==> src/rtl/acc_alu_pkg.sv <==
package acc_alu_pkg;
  localparam int DW = 8;
  localparam int OPW = 4;

  typedef enum logic [OPW-1:0] {
    OP_ADD  = 4'd0,
    OP_ADDC = 4'd1,
    OP_SUBB = 4'd2,
    OP_INC  = 4'd3,
    OP_DEC  = 4'd4,
    OP_AND  = 4'd5,
    OP_OR   = 4'd6,
    OP_XOR  = 4'd7,
    OP_CPL  = 4'd8,
    OP_CLR  = 4'd9,
    OP_SWAP = 4'd10,
    OP_RL   = 4'd11,
    OP_RLC  = 4'd12,
    OP_RR   = 4'd13,
    OP_RRC  = 4'd14,
    OP_DA   = 4'd15
  } alu_op_e;

  typedef struct packed {
    logic cy;
    logic ac;
    logic ov;
  } alu_flags_t;
endpackage

==> src/rtl/acc_alu_addsub.sv <==
// Ripple adder/subtractor with half, top-minus-one and top carries exposed.
module acc_alu_addsub #(
  parameter int W = 8
) (
  input  logic         sub,
  input  logic [W-1:0] a,
  input  logic [W-1:0] b,
  input  logic         cin,
  output logic [W-1:0] sum,
  output logic         cy_o,
  output logic         ac_o,
  output logic         ov_o
);
  localparam int HALF = W / 2;

  logic [W:0]   chain;
  logic [W-1:0] b_eff;

  // Subtraction runs as a + ~b + ~borrow_in; each carry is the inverse of a borrow.
  assign b_eff    = sub ? ~b : b;
  assign chain[0] = sub ? ~cin : cin;

  for (genvar i = 0; i < W; i++) begin : g_bit
    assign sum[i]     = a[i] ^ b_eff[i] ^ chain[i];
    assign chain[i+1] = (a[i] & b_eff[i]) | (chain[i] & (a[i] ^ b_eff[i]));
  end

  assign cy_o = chain[W] ^ sub;
  assign ac_o = chain[HALF] ^ sub;
  // Inverting both carries for subtraction leaves their difference unchanged.
  assign ov_o = chain[W] ^ chain[W-1];
endmodule

==> src/rtl/acc_alu_unary.sv <==
// Increment, decrement, bitwise, nibble swap and rotate paths.
module acc_alu_unary
  import acc_alu_pkg::*;
#(
  parameter int W = 8
) (
  input  alu_op_e      op,
  input  logic [W-1:0] a,
  input  logic [W-1:0] b,
  input  logic         cin,
  output logic [W-1:0] res,
  output logic         cy_o
);
  localparam int HALF = W / 2;
  localparam logic [W-1:0] ONE = W'(1);

  always_comb begin
    res  = a;
    cy_o = cin;
    unique case (op)
      OP_INC:  res = a + ONE;
      OP_DEC:  res = a - ONE;
      OP_AND:  res = a & b;
      OP_OR:   res = a | b;
      OP_XOR:  res = a ^ b;
      OP_CPL:  res = ~a;
      OP_CLR:  res = '0;
      OP_SWAP: res = {a[HALF-1:0], a[W-1:HALF]};
      OP_RL:   res = {a[W-2:0], a[W-1]};
      OP_RR:   res = {a[0], a[W-1:1]};
      OP_RLC: begin
        res  = {a[W-2:0], cin};
        cy_o = a[W-1];
      end
      OP_RRC: begin
        res  = {cin, a[W-1:1]};
        cy_o = a[0];
      end
      default: res = a;
    endcase
  end
endmodule

==> src/rtl/acc_alu_decadj.sv <==
// Two-step packed BCD correction of a byte after a binary addition.
module acc_alu_decadj #(
  parameter int W = 8
) (
  input  logic [W-1:0] a,
  input  logic         cin,
  input  logic         acin,
  output logic [W-1:0] res,
  output logic         cy_o
);
  localparam int HALF = W / 2;
  localparam logic [HALF-1:0] NINE = HALF'(9);
  localparam logic [W:0] LO_FIX = (W+1)'(6);
  localparam logic [W:0] HI_FIX = (W+1)'(6) << HALF;

  logic         lo_need, hi_need;
  logic [W:0]   step1, step2;
  logic         cy_mid;

  always_comb begin
    lo_need = (a[HALF-1:0] > NINE) | acin;
    step1   = {1'b0, a} + (lo_need ? LO_FIX : '0);
    cy_mid  = cin | step1[W];
    hi_need = (step1[W-1:HALF] > NINE) | cy_mid;
    step2   = {1'b0, step1[W-1:0]} + (hi_need ? HI_FIX : '0);
    res     = step2[W-1:0];
    cy_o    = cy_mid | step2[W];
  end
endmodule

==> src/rtl/acc_alu.sv <==
module acc_alu
  import acc_alu_pkg::*;
(
  input  logic          clk,
  input  logic          rst_n,
  input  logic          in_valid,
  output logic          in_ready,
  input  logic [OPW-1:0] in_op,
  input  logic [DW-1:0] in_acc,
  input  logic [DW-1:0] in_opnd,
  input  logic          in_cy,
  input  logic          in_ac,
  input  logic          in_ov,
  output logic          out_valid,
  input  logic          out_ready,
  output logic [DW-1:0] out_res,
  output logic          out_cy,
  output logic          out_ac,
  output logic          out_ov,
  output logic          out_par
);
  alu_op_e      op;
  logic         is_sub, is_arith;
  logic         add_cin;
  logic [DW-1:0] add_sum, un_res, da_res;
  logic         add_cy, add_ac, add_ov, un_cy, da_cy;
  logic [DW-1:0] nxt_res;
  alu_flags_t   nxt_flg, res_flg;
  logic         in_fire;
  logic [DW-1:0] res_q;

  assign op       = alu_op_e'(in_op);
  assign is_sub   = (op == OP_SUBB);
  assign is_arith = (op == OP_ADD) | (op == OP_ADDC) | is_sub;
  assign add_cin  = (op == OP_ADDC || is_sub) ? in_cy : 1'b0;

  acc_alu_addsub #(.W(DW)) u_addsub (
    .sub (is_sub),
    .a   (in_acc),
    .b   (in_opnd),
    .cin (add_cin),
    .sum (add_sum),
    .cy_o(add_cy),
    .ac_o(add_ac),
    .ov_o(add_ov)
  );

  acc_alu_unary #(.W(DW)) u_unary (
    .op  (op),
    .a   (in_acc),
    .b   (in_opnd),
    .cin (in_cy),
    .res (un_res),
    .cy_o(un_cy)
  );

  acc_alu_decadj #(.W(DW)) u_decadj (
    .a   (in_acc),
    .cin (in_cy),
    .acin(in_ac),
    .res (da_res),
    .cy_o(da_cy)
  );

  always_comb begin
    nxt_flg = '{cy: in_cy, ac: in_ac, ov: in_ov};
    if (is_arith) begin
      nxt_res = add_sum;
      nxt_flg = '{cy: add_cy, ac: add_ac, ov: add_ov};
    end else if (op == OP_DA) begin
      nxt_res    = da_res;
      nxt_flg.cy = da_cy;
    end else begin
      nxt_res    = un_res;
      nxt_flg.cy = un_cy;
    end
  end

  assign in_ready = ~out_valid | out_ready;
  assign in_fire  = in_valid & in_ready;

  always_ff @(posedge clk or negedge rst_n) begin
    if (!rst_n) begin
      out_valid <= 1'b0;
      res_q     <= '0;
      res_flg   <= '0;
      out_par   <= 1'b0;
    end else begin
      if (in_fire) begin
        out_valid <= 1'b1;
        res_q     <= nxt_res;
        res_flg   <= nxt_flg;
        out_par   <= ^nxt_res;
      end else if (out_ready) begin
        out_valid <= 1'b0;
      end
    end
  end

  assign out_res = res_q;
  assign out_cy  = res_flg.cy;
  assign out_ac  = res_flg.ac;
  assign out_ov  = res_flg.ov;
endmodule

==> config.mk <==
export PLATFORM = sky130hd
export DESIGN_NAME = acc_alu
export DESIGN_NICKNAME = d
export VERILOG_FILES = /design/src/rtl/acc_alu_pkg.sv /design/src/rtl/acc_alu_addsub.sv /design/src/rtl/acc_alu_unary.sv /design/src/rtl/acc_alu_decadj.sv /design/src/rtl/acc_alu.sv
export SDC_FILE = /design/constraint.sdc
export NUM_CORES = 1
export LEC_CHECK = 0
export BUFFER_PORTS_ARGS = -buffer_cell sky130_fd_sc_hd__buf_4
export CAP_MARGIN = 5
export CORE_MARGIN = 4
export CORE_UTILIZATION = 63
export DETAILED_ROUTE_END_ITERATION = 6
export PLACE_DENSITY = 0.95
export SLEW_MARGIN = 40
export SYNTH_ARGS = -nofsm -noshare
export SYNTH_HDL_FRONTEND = slang
export SYNTH_SLANG_ARGS = --single-unit
export TNS_END_PERCENT = 100
==> constraint.sdc <==
create_clock -name clk -period 3.6 [get_ports clk]
set_input_delay 0.36 -clock clk [delete_from_list [all_inputs] [get_ports clk]]
set_output_delay 0.36 -clock clk [all_outputs]
set_load 0.02 [all_outputs]
* Word-level counts from Yosys, hierarchy flattened *
Index checks and enable logic that the tools add are counted.

cells by class
  equal/unequal tests = 15
  muxes and demuxes = 14
  div/mod/pow operators = 0
  $lt $le $gt $ge = 2
  bitwise operators = 58
  reduce and logical (&&, ||, !) cells = 4
  $add $sub $neg = 4
  multiply operators = 0
  shift operators = 0

operator list
  kind                                                                   count
  8-bit case mux with 12 select lines                                    1
  4-bit equality test, second input constant                             8
  8-bit 2-to-1 mux                                                       3
  1-bit bitwise XOR                                                      19
  8-bit by 9-bit adder with 9-bit output                                 2
  1-bit AND                                                              17
  4-bit by 3-bit equality test with 1-bit output, second input constant  4
  8-bit NOT                                                              2
  1-bit bitwise OR                                                       15
  8-bit by 1-bit adder with 8-bit output, second input constant          1
  8-bit AND                                                              1
  4-bit by 2-bit equality test with 1-bit output, second input constant  2
  4-bit greater-than comparator, second input constant                   2
  8-bit bitwise OR                                                       1
  8-bit parity                                                           1
  8-bit by 1-bit subtractor with 8-bit output, second input constant     1
  8-bit bitwise XOR                                                      1
  7-bit 2-to-1 mux                                                       1
  1-bit 2-to-1 mux                                                       6
  4-bit by 1-bit equality test with 1-bit output, second input constant  1
  4-bit logical NOT                                                      1
  3-bit 2-to-1 mux                                                       1
  2-bit 2-to-1 mux                                                       1
  1-bit NOT                                                              2
  other kinds (3)                                                        3

storage, ports and cells
  bits of input ports = 27
  register bits after elaboration = 13
  bits in latches = 0
  output and inout port bits = 14
  memories kept = 0
  word-level logic and storage cells = 103
  ROM bits = 0
  memory bits (writable) = 0

* Logic depth before layout (Yosys ltp) *
Gate-level depths: netlist of the first run.

  depth after elaboration = 23
  mapped depth = 22
  mapped depth without buffers = 20

* Hierarchy *
A second synthesis of the first run with hierarchy kept.

unflattened totals
  cell total of the unflattened synthesis = 433
  area, all modules = 3280.6 um^2

by module, submodules not included
  module          cells an instance  instances  area each (um^2)  sequential area each (um^2)
  acc_alu_unary   242                1          1589.0            0.0
  acc_alu         114                1          1003.5            325.3
  acc_alu_decadj  41                 1          347.8             0.0
  acc_alu_addsub  36                 1          340.3             0.0

* Worst setup path after synthesis of the first run *
Ideal clock, no wire load.

  path type = input port to flip-flop
  start point = in in_op[3]
  end point = reg out_par
  data required time = 3524 ps
  path slack = -1700 ps
  buffers on the path = 4
  cell stages on the path = 22
  arrival time = 5224 ps
  path through = buf_2 -> buf_2 -> buf_2 -> buf_2 -> nor3_2 -> xnor2_1 -> fa_1 -> fa_1 -> inv_1 -> fa_1 -> inv_1 -> fa_1 -> fa_1 -> inv_1 -> fa_1 -> fa_1 -> inv_1 -> fa_1 -> nor2_1 -> a2bb2oi_1 -> xor3_1 -> o21ai_1

between the ends
  longest elaborated chain between the ends = 22

RTL lines
  item                                                                                                                     line                                         RTL
  from (decl)                                                                                                              acc_alu.sv:8                                 input logic [OPW-1:0] in_op,
  4-bit by 1-bit equality test with 1-bit output / 4-bit by 2-bit equality test with 1-bit output (equally long branches)  acc_alu.sv:34, acc_alu.sv:35, acc_alu.sv:33
  1-bit logical OR                                                                                                         acc_alu.sv:35                                assign add_cin = (op == OP_ADDC || is_sub) ? in_cy : 1'b0;
  1-bit 2-to-1 mux                                                                                                         acc_alu.sv:35
  1-bit NOT                                                                                                                acc_alu_addsub.sv:21                         assign chain[0] = sub ? ~cin : cin;
  1-bit 2-to-1 mux                                                                                                         acc_alu_addsub.sv:21
  1-bit AND                                                                                                                acc_alu_addsub.sv:25                         assign chain[i+1] = (a[i] & b_eff[i]) | (chain[i] & (a[i] ^ b_eff[i]));
  1-bit bitwise OR                                                                                                         acc_alu_addsub.sv:25
  1-bit AND                                                                                                                acc_alu_addsub.sv:25
  [6 not listed]                                                                                                           n/a
  1-bit bitwise OR                                                                                                         acc_alu_addsub.sv:25
  1-bit AND                                                                                                                acc_alu_addsub.sv:25
  1-bit bitwise OR                                                                                                         acc_alu_addsub.sv:25
  1-bit AND                                                                                                                acc_alu_addsub.sv:25
  1-bit bitwise OR                                                                                                         acc_alu_addsub.sv:25
  1-bit bitwise XOR                                                                                                        acc_alu_addsub.sv:24                         assign sum[i] = a[i] ^ b_eff[i] ^ chain[i];
  8-bit 2-to-1 mux *                                                                                                       acc_alu.sv:67                                if (is_arith) begin
  8-bit parity *                                                                                                           acc_alu.sv:93                                out_par <= ^nxt_res;
  to (signal assigned)                                                                                                     acc_alu.sv:93
  to (decl)                                                                                                                acc_alu.sv:20                                output logic out_par

Every way passes the cells marked *; elsewhere a longest branch is shown, timed or not.
A chain may end at the register's enable or synchronous reset.

* Worst setup path after layout of the first run *
  start point = in in_op[0]
  end point = reg out_par

Same word-level chain as after synthesis.

==> reports/results.ini, run 1 <==
[floorplanning]
die_h_um=71.64
die_w_um=71.64
design.core.area_um2=3799
die_area_um2=5132
rows=22
ios=41
start_util=0.6716

[clocking]
root_buffer=clkbuf_8
htreeDepth=1
clk_pin_slew_ps=60
clkLatencyLatePin_ps=250
clockBufferDepth=2
numCtsBuffers=3
clkSinkCount=13
cts_tree=yes

[timing]
rsz0062_at_grt=true
finClkSkew_ps=5.318
post-route-period-util=1.190
fin_setup_tns_ps=-2060
fin_crit_ps=4286
clock.fmax_ghz=0.2333
hold_viol=0
setup_viol=5
slew_headroom=0.5519
fin_ws_ps=-685.7
worst-slew-pin-transition_ps=670.6
slew_violations=0

[critical_path]
cp_top_family=adder cells
path_depth=20
worst_ep_required_time_ps=3770
end_kind=register
arrival_ps=4450
r2r_end=out_res[5]
cp_max_fo=2
critical_path.max_stage_delay_ps=500
path_cells=buf_6 > nand2b_4 > nor3_4 > xnor2_2 > fa_2 > fa_2 > inv_2 > fa_2 > inv_2 > fa_2 > fa_2 > inv_2 > fa_2 > fa_2 > inv_2 > fa_2 > nor2_4 > a2bb2oi_2 > xor3_1 > o21ai_1
crit_buf_inv=5
crit_path_start=in_op[0]
rr_startpoint=out_valid
critical_path_class=in -> reg
ff2ff_path_depth=4
worst_setup_path_start_kind=primary input
slowest_stage=fa_2
worst_path_most_repeated_cell=fa_2
setup.worst_path.end=out_par
r2r_slack_ps=2070

[placement]
dpl-instance-area_um2=3201
placed_cells=445
dp_hpwl_um=6542
port_buffers=40
gp_congestion=1.084

[synthesis]
syn_nets=395
ys_warn_count=0
synth_flop_cell=dfrtp_1
syn_inst=331
synth_seq_cells=13
synth_async_sr_flop_share=1.000
synth-edff-count=0
avgSynthCellArea_um2=7.708
yosysSeqAreaShare=0.1275
ys_types=61
synthesis.area_um2=2551

[power_and_ir_drop]
p_clk_frac=0.139
p_sw_frac=0.4338
internal-power_w=0.0005494
p_switching_w=0.0004209
power_frac_comb=0.655
sequentialPowerShare=0.205
p_per_area_nw_per_um2=287.5
p_leak_nw=1.568
ir_drop_mv=0.3112

[final_layout]
multiInputGateArea_um2=2120
register_area_um2=325.3
fin_nets=472
num-fill-cells=184
areaGrowthSynthToFinish_pct=32.27
antenna_cells=0
drive_gt1_frac=0.3292
design_area_um2=3374
fin_cells=455
fin_util=0.8883

[global_routing]
grt_pass1_vias=3101
grt_max_degree=40
antenna_found_initial=0
grtUsageTotal=0.3785
grt_first_pass_wirelength_um=15240
overflow=0

[outcome]
outcome=finished, violations left
violations=design-rule violations, negative setup slack

[routing]
via_per_inst=6.987
ant_nets=0
routed_wirelength_um=10040
drt_iter0_drc=745
firstDrtPassIters=7
drc_errors=55
vias=3179
wl_per_cell_um=22.06

[run]
cap_violations=0

[worst_hold_path]
hold_class=in -> reg

==> power groups by stage <==
stage          registers, W  clock network [W]  logic (W)
6_report           0.000199           0.000135   0.000636
5_1_grt            0.000201           0.000141   0.000668
4_1_cts            0.000196           0.000133   0.000584
3_5_place_dp       0.000199                  0   0.000566
3_3_place_gp       0.000195                  0   0.000536
2_1_floorplan      0.000235                  0   0.000311
==> cell usage in the layout (no fill, tap or decap), drive strengths merged, types with 11 or more instances in the layout <==
| master | netlist | final |
|---|---|---|
| inv | 27 | 27 |
| o21ai | 24 | 24 |
| nor3 | 11 | 11 |
| dfrtp | 13 | 13 |
| a21oi | 28 | 28 |
| xnor2 | 22 | 22 |
| ha | 26 | 26 |
| fa | 11 | 11 |
| nor2 | 24 | 24 |
| buf | 14 | 93 |
| nand2 | 27 | 27 |
==> worst min path at each step <==
stage	from	endpoint	slack [ps]	depth (start not counted)
floorplan	rst_n	out_ac	60	0
global placement	rst_n	out_valid	210	1
detailed placement	rst_n	out_cy	210	1
CTS	in_valid	out_valid	310	2
global route	in_valid	out_valid	320	2
finish	in_valid	out_valid	310	2
==> cells in the mapped netlist (all sizes together), types with 2 or more instances <==
master	count	area share
a21oi	28	0.055
inv	27	0.040
nand2	27	0.040
ha	26	0.13
nor2	24	0.036
o21ai	24	0.047
xnor2	22	0.076
buf	14	0.032
dfrtp	13	0.13
fa	11	0.086
nor3	11	0.024
clkbuf	8	0.012
nand2b	7	0.017
nand3	6	0.012
nor2b	6	0.015
a211oi	5	0.015
a22o	5	0.017
o22ai	5	0.012
mux2	4	0.018
o31ai	4	0.012
xor2	4	0.014
a221oi	3	0.010
a31oi	3	0.0074
mux2i	3	0.012
nand4	3	0.0074
nor4	3	0.0074
or3	3	0.0093
a222oi	2	0.0078
a22oi	2	0.0059
a32o	2	0.0078
and2	2	0.0059
o2111ai	2	0.0069
or2	2	0.0049
==> layer usage <==
layer / global-route usage / vias to the layer above / part of all wire
met3: 0.1332 / 115 / 0.15
met5: 0 / - / 0
met4: 0.2150 / 0 / 0.088
met1: 0.4582 / 1430 / 0.33
li1: - / 1327 / -
met2: 0.5816 / 307 / 0.43
==> logic make-up after synthesis <==
family | Yosys count | share of synthesized area
AO/OA/AOI/OAI | 99 | 0.2501
AND/OR/NAND/NOR | 97 | 0.1869
buffers and inverters | 50 | 0.08485
adder cells (fa/ha/maj) | 37 | 0.2138
XOR/XNOR | 28 | 0.1074
flip-flops | 13 | 0.1275
multiplexers | 7 | 0.02943
==> final cells by class <==
type,count,share of cell area
sequential,13,0.09640
inverter,28,0.03115
multi-input combinational,268,0.6281
clock buffer,4,0.01335
timing repair buffer,94,0.2132
tap,48,0.01780
==> per-stage QoR <==
| step | hold slack (ps) | total power [W] | worst slack (ps) |
|---|---|---|---|
| finish | 309.5 | 0.0009703 | -685.7 |
| global route | 323.8 | 0.001010 | -854.6 |
| CTS | 314.7 | 0.0009134 | -623.7 |
| detailed placement | 213.1 | 0.0007653 | -1005 |
| global placement | 206.4 | 0.0007312 | -790.0 |
| floorplan | 64.41 | 0.0005457 | -1096 |
==> worst reg2reg max path, delay by kind of cell (launching register included) <==
kind,cells,cell delay [ps]
AO/OA/AOI/OAI,1,160
AND/OR/NAND/NOR,3,820
flip-flops,1,380
==> registers in the layout, indices dropped and copies added (netlist names) <==
name,flops
out_par,1
out_res,8
out_ac,1
out_valid,1
out_cy,1
out_ov,1
==> repair_timing <==
item,4_1_cts,5_1_grt
resized for setup,12,9
buffers inserted,3,3
setup endpoints to repair,5,6
pin swaps,3,3
hold buffers,1,0
endpoints found under the hold margin,13,0
No activity file was read; power rests on OpenSTA's default activity.
==> run 2, diff against run 1 <==
CORE_ASPECT_RATIO = 0.8   (was unset)
CORE_UTILIZATION = 50   (was 63)
PLACE_DENSITY = 0.8   (was 0.95)
SYNTH_HIERARCHICAL = 1   (was unset)
==> reports/results.ini, run 2 <==
[synthesis]
yosysTopAreaCell=dfrtp_1
ys_warn_count=6
synth-edff-count=0
yosys-top-cells-area=dfrtp_1 9.9%, ha_1 8.0%, fa_1 6.1%
avgSynthCellArea_um2=7.577
syn_inst=433
syn_nets=491
ys_types=73
yosysSeqAreaShare=0.09916
synthesis.area_um2=3281
synth_flop_cell=dfrtp_1
synth.top_cell.area_share=0.09916
synth_async_sr_flop_share=1.000
synth_common_cells=39 x inv_1, 39 x nand2_1, 26 x a21oi_1
synth_seq_cells=13

[timing]
fin_setup_tns_ps=-3878
worst-slew-pin-transition_ps=715.1
finClkSkew_ps=1.032
rsz0062_at_grt=true
fin_crit_ps=4875
clock.fmax_ghz=0.2051
setup_viol=6
hold_viol=0
slew_headroom=0.5223
fin_ws_ps=-1275
slew_violations=0
post-route-period-util=1.354

[critical_path]
r2r_end=out_res[6]
critical_path_class=in -> reg
rr_startpoint=out_valid
end_kind=register
worst_setup_path_start_kind=primary input
ff2ff_path_depth=3
cp_max_fo=4
crit_path_start=in_op[0]
worst_ep_required_time_ps=3760
r2r_slack_ps=2170
arrival_ps=5040

[power_and_ir_drop]
power_frac_comb=0.682
p_per_area_nw_per_um2=254.2
internal-power_w=0.0005783
p_leak_nw=1.754
ir_drop_mv=0.1524
p_switching_w=0.0004450
sequentialPowerShare=0.190
p_sw_frac=0.4348
p_clk_frac=0.127

[placement]
placed_cells=567
gp_congestion=0.9056
dp_hpwl_um=7400
dpl-instance-area_um2=3852
dp_slack_ps=-1567
port_buffers=40

[final_layout]
design_area_um2=4025
final_common_cell=buf_4
fin_util=0.6313
fin_cells=577
largest_register_ffs=8
register_area_um2=325.3
num-fill-cells=542
areaGrowthSynthToFinish_pct=22.69
antenna_cells=0
multiInputGateArea_um2=2665
drive_gt1_frac=0.2799
fin_nets=552
final_cell_mix=91 x buf_4, 39 x nand2_1, 35 x inv_1

[routing]
drc_errors=0
via_per_inst=6.336
vias=3656
routed_wirelength_um=10200
drt_iter0_drc=476
firstDrtPassIters=6
wl_per_cell_um=17.68
ant_nets=0

[worst_hold_path]
hold_class=in -> reg
hold_start=in_valid
min_to=out_valid
min_delay_path_depth=2

[global_routing]
grt_first_pass_wirelength_um=16050
antenna_found_initial=0
grt_max_degree=57
grt_pass1_vias=3244
overflow=0
grtUsageTotal=0.2458

[floorplanning]
design.core.area_um2=6376
die_area_um2=7929
die_w_um=98.56
die_h_um=80.45
rows=26
start_util=0.5145
ios=41

[clocking]
root_buffer=clkbuf_8
clk_pin_slew_ps=50
numCtsBuffers=3
clkLatencyLatePin_ps=240
cts_tree=yes
clockBufferDepth=2
htreeDepth=1
clkSinkCount=13

[outcome]
violations=negative setup slack
outcome=finished, violations left

[run]
cap_violations=0

run 2: what timing repair did:
item | in CTS | in global routing
setup buffers | 4 | 3
gates cloned | 0 | 0
hold endpoints to repair | 13 | 0
gates resized for setup | 15 | 5
hold buffers | 1 | 0
endpoints found under the setup margin | 6 | 7
pin swaps | 11 | 3
run 2: area by class of cell:
class,instances,area share
clock buffers,4,0.01119
repair buffers,95,0.1815
multi-input cells,340,0.6621
flip-flops and latches,13,0.08082
inverters,41,0.03823
well taps,84,0.02611
run 2: metal layers:
layer | routed length, µm | share of wire | global-route usage
met2 | 4575 | 0.45 | 0.3941
met1 | 4305 | 0.42 | 0.3419
met3 | 1087 | 0.11 | 0.04340
met4 | 230 | 0.023 | 0.06139
met5 | 0 | 0 | 0
run 2: worst max path at each step:
| stage | end | slack (ps) |
|---|---|---|
| 3_5_place_dp | out_par | -1570 |
| 5_1_grt | out_par | -1390 |
| 3_3_place_gp | out_par | -1420 |
| 2_1_floorplan | out_par | -1580 |
| 4_1_cts | out_par | -1230 |
| 6_report | out_par | -1280 |
run 2: metrics by stage:
step | hold slack, ps | total power [W]
CTS | 328.2 | 0.0009990
global placement | 208.3 | 0.0008267
finish | 331.1 | 0.001023
global route | 327.3 | 0.001090
detailed placement | 210.8 | 0.0008501
floorplan | 64.41 | 0.0006129
run 2: kinds of logic (layout without fill, tap and decap cells):
group                    Yosys count  count (layout)  share of synthesized area
multiplexers                       9               9                    0.02746
XOR/XNOR                          24              24                    0.07056
AND/OR/NAND/NOR                  127             127                     0.2075
flip-flops                        13              13                    0.09916
buffers and inverters             80             140                     0.1178
adder cells (fa/ha/maj)           31              31                     0.1411
AO/OA/AOI/OAI                    149             149                     0.3364
run 2: worst max-delay path: stages:
cell	delay, ps
buf_8	100
a211o_1	330
nor2_4	140
xor2_2	170
fa_2	220
inv_2	40
fa_2	350
fa_2	400
fa_2	370
fa_2	360
fa_2	360
fa_2	410
fa_2	550
inv_2	50
nor3_2	170
a21oi_2	60
o31ai_2	80
xnor2_1	150
xnor3_1	230
o21ai_1	110
run 2: power groups by stage:
stage | Combinational (W) | Clock (W) | Sequential, W
after floorplan | 0.000380 | 0 | 0.000233
after global placement | 0.000631 | 0 | 0.000195
after detailed placement | 0.000654 | 0 | 0.000196
after CTS | 0.000674 | 0.000131 | 0.000194
after global routing | 0.000754 | 0.000139 | 0.000198
final | 0.000698 | 0.000130 | 0.000195
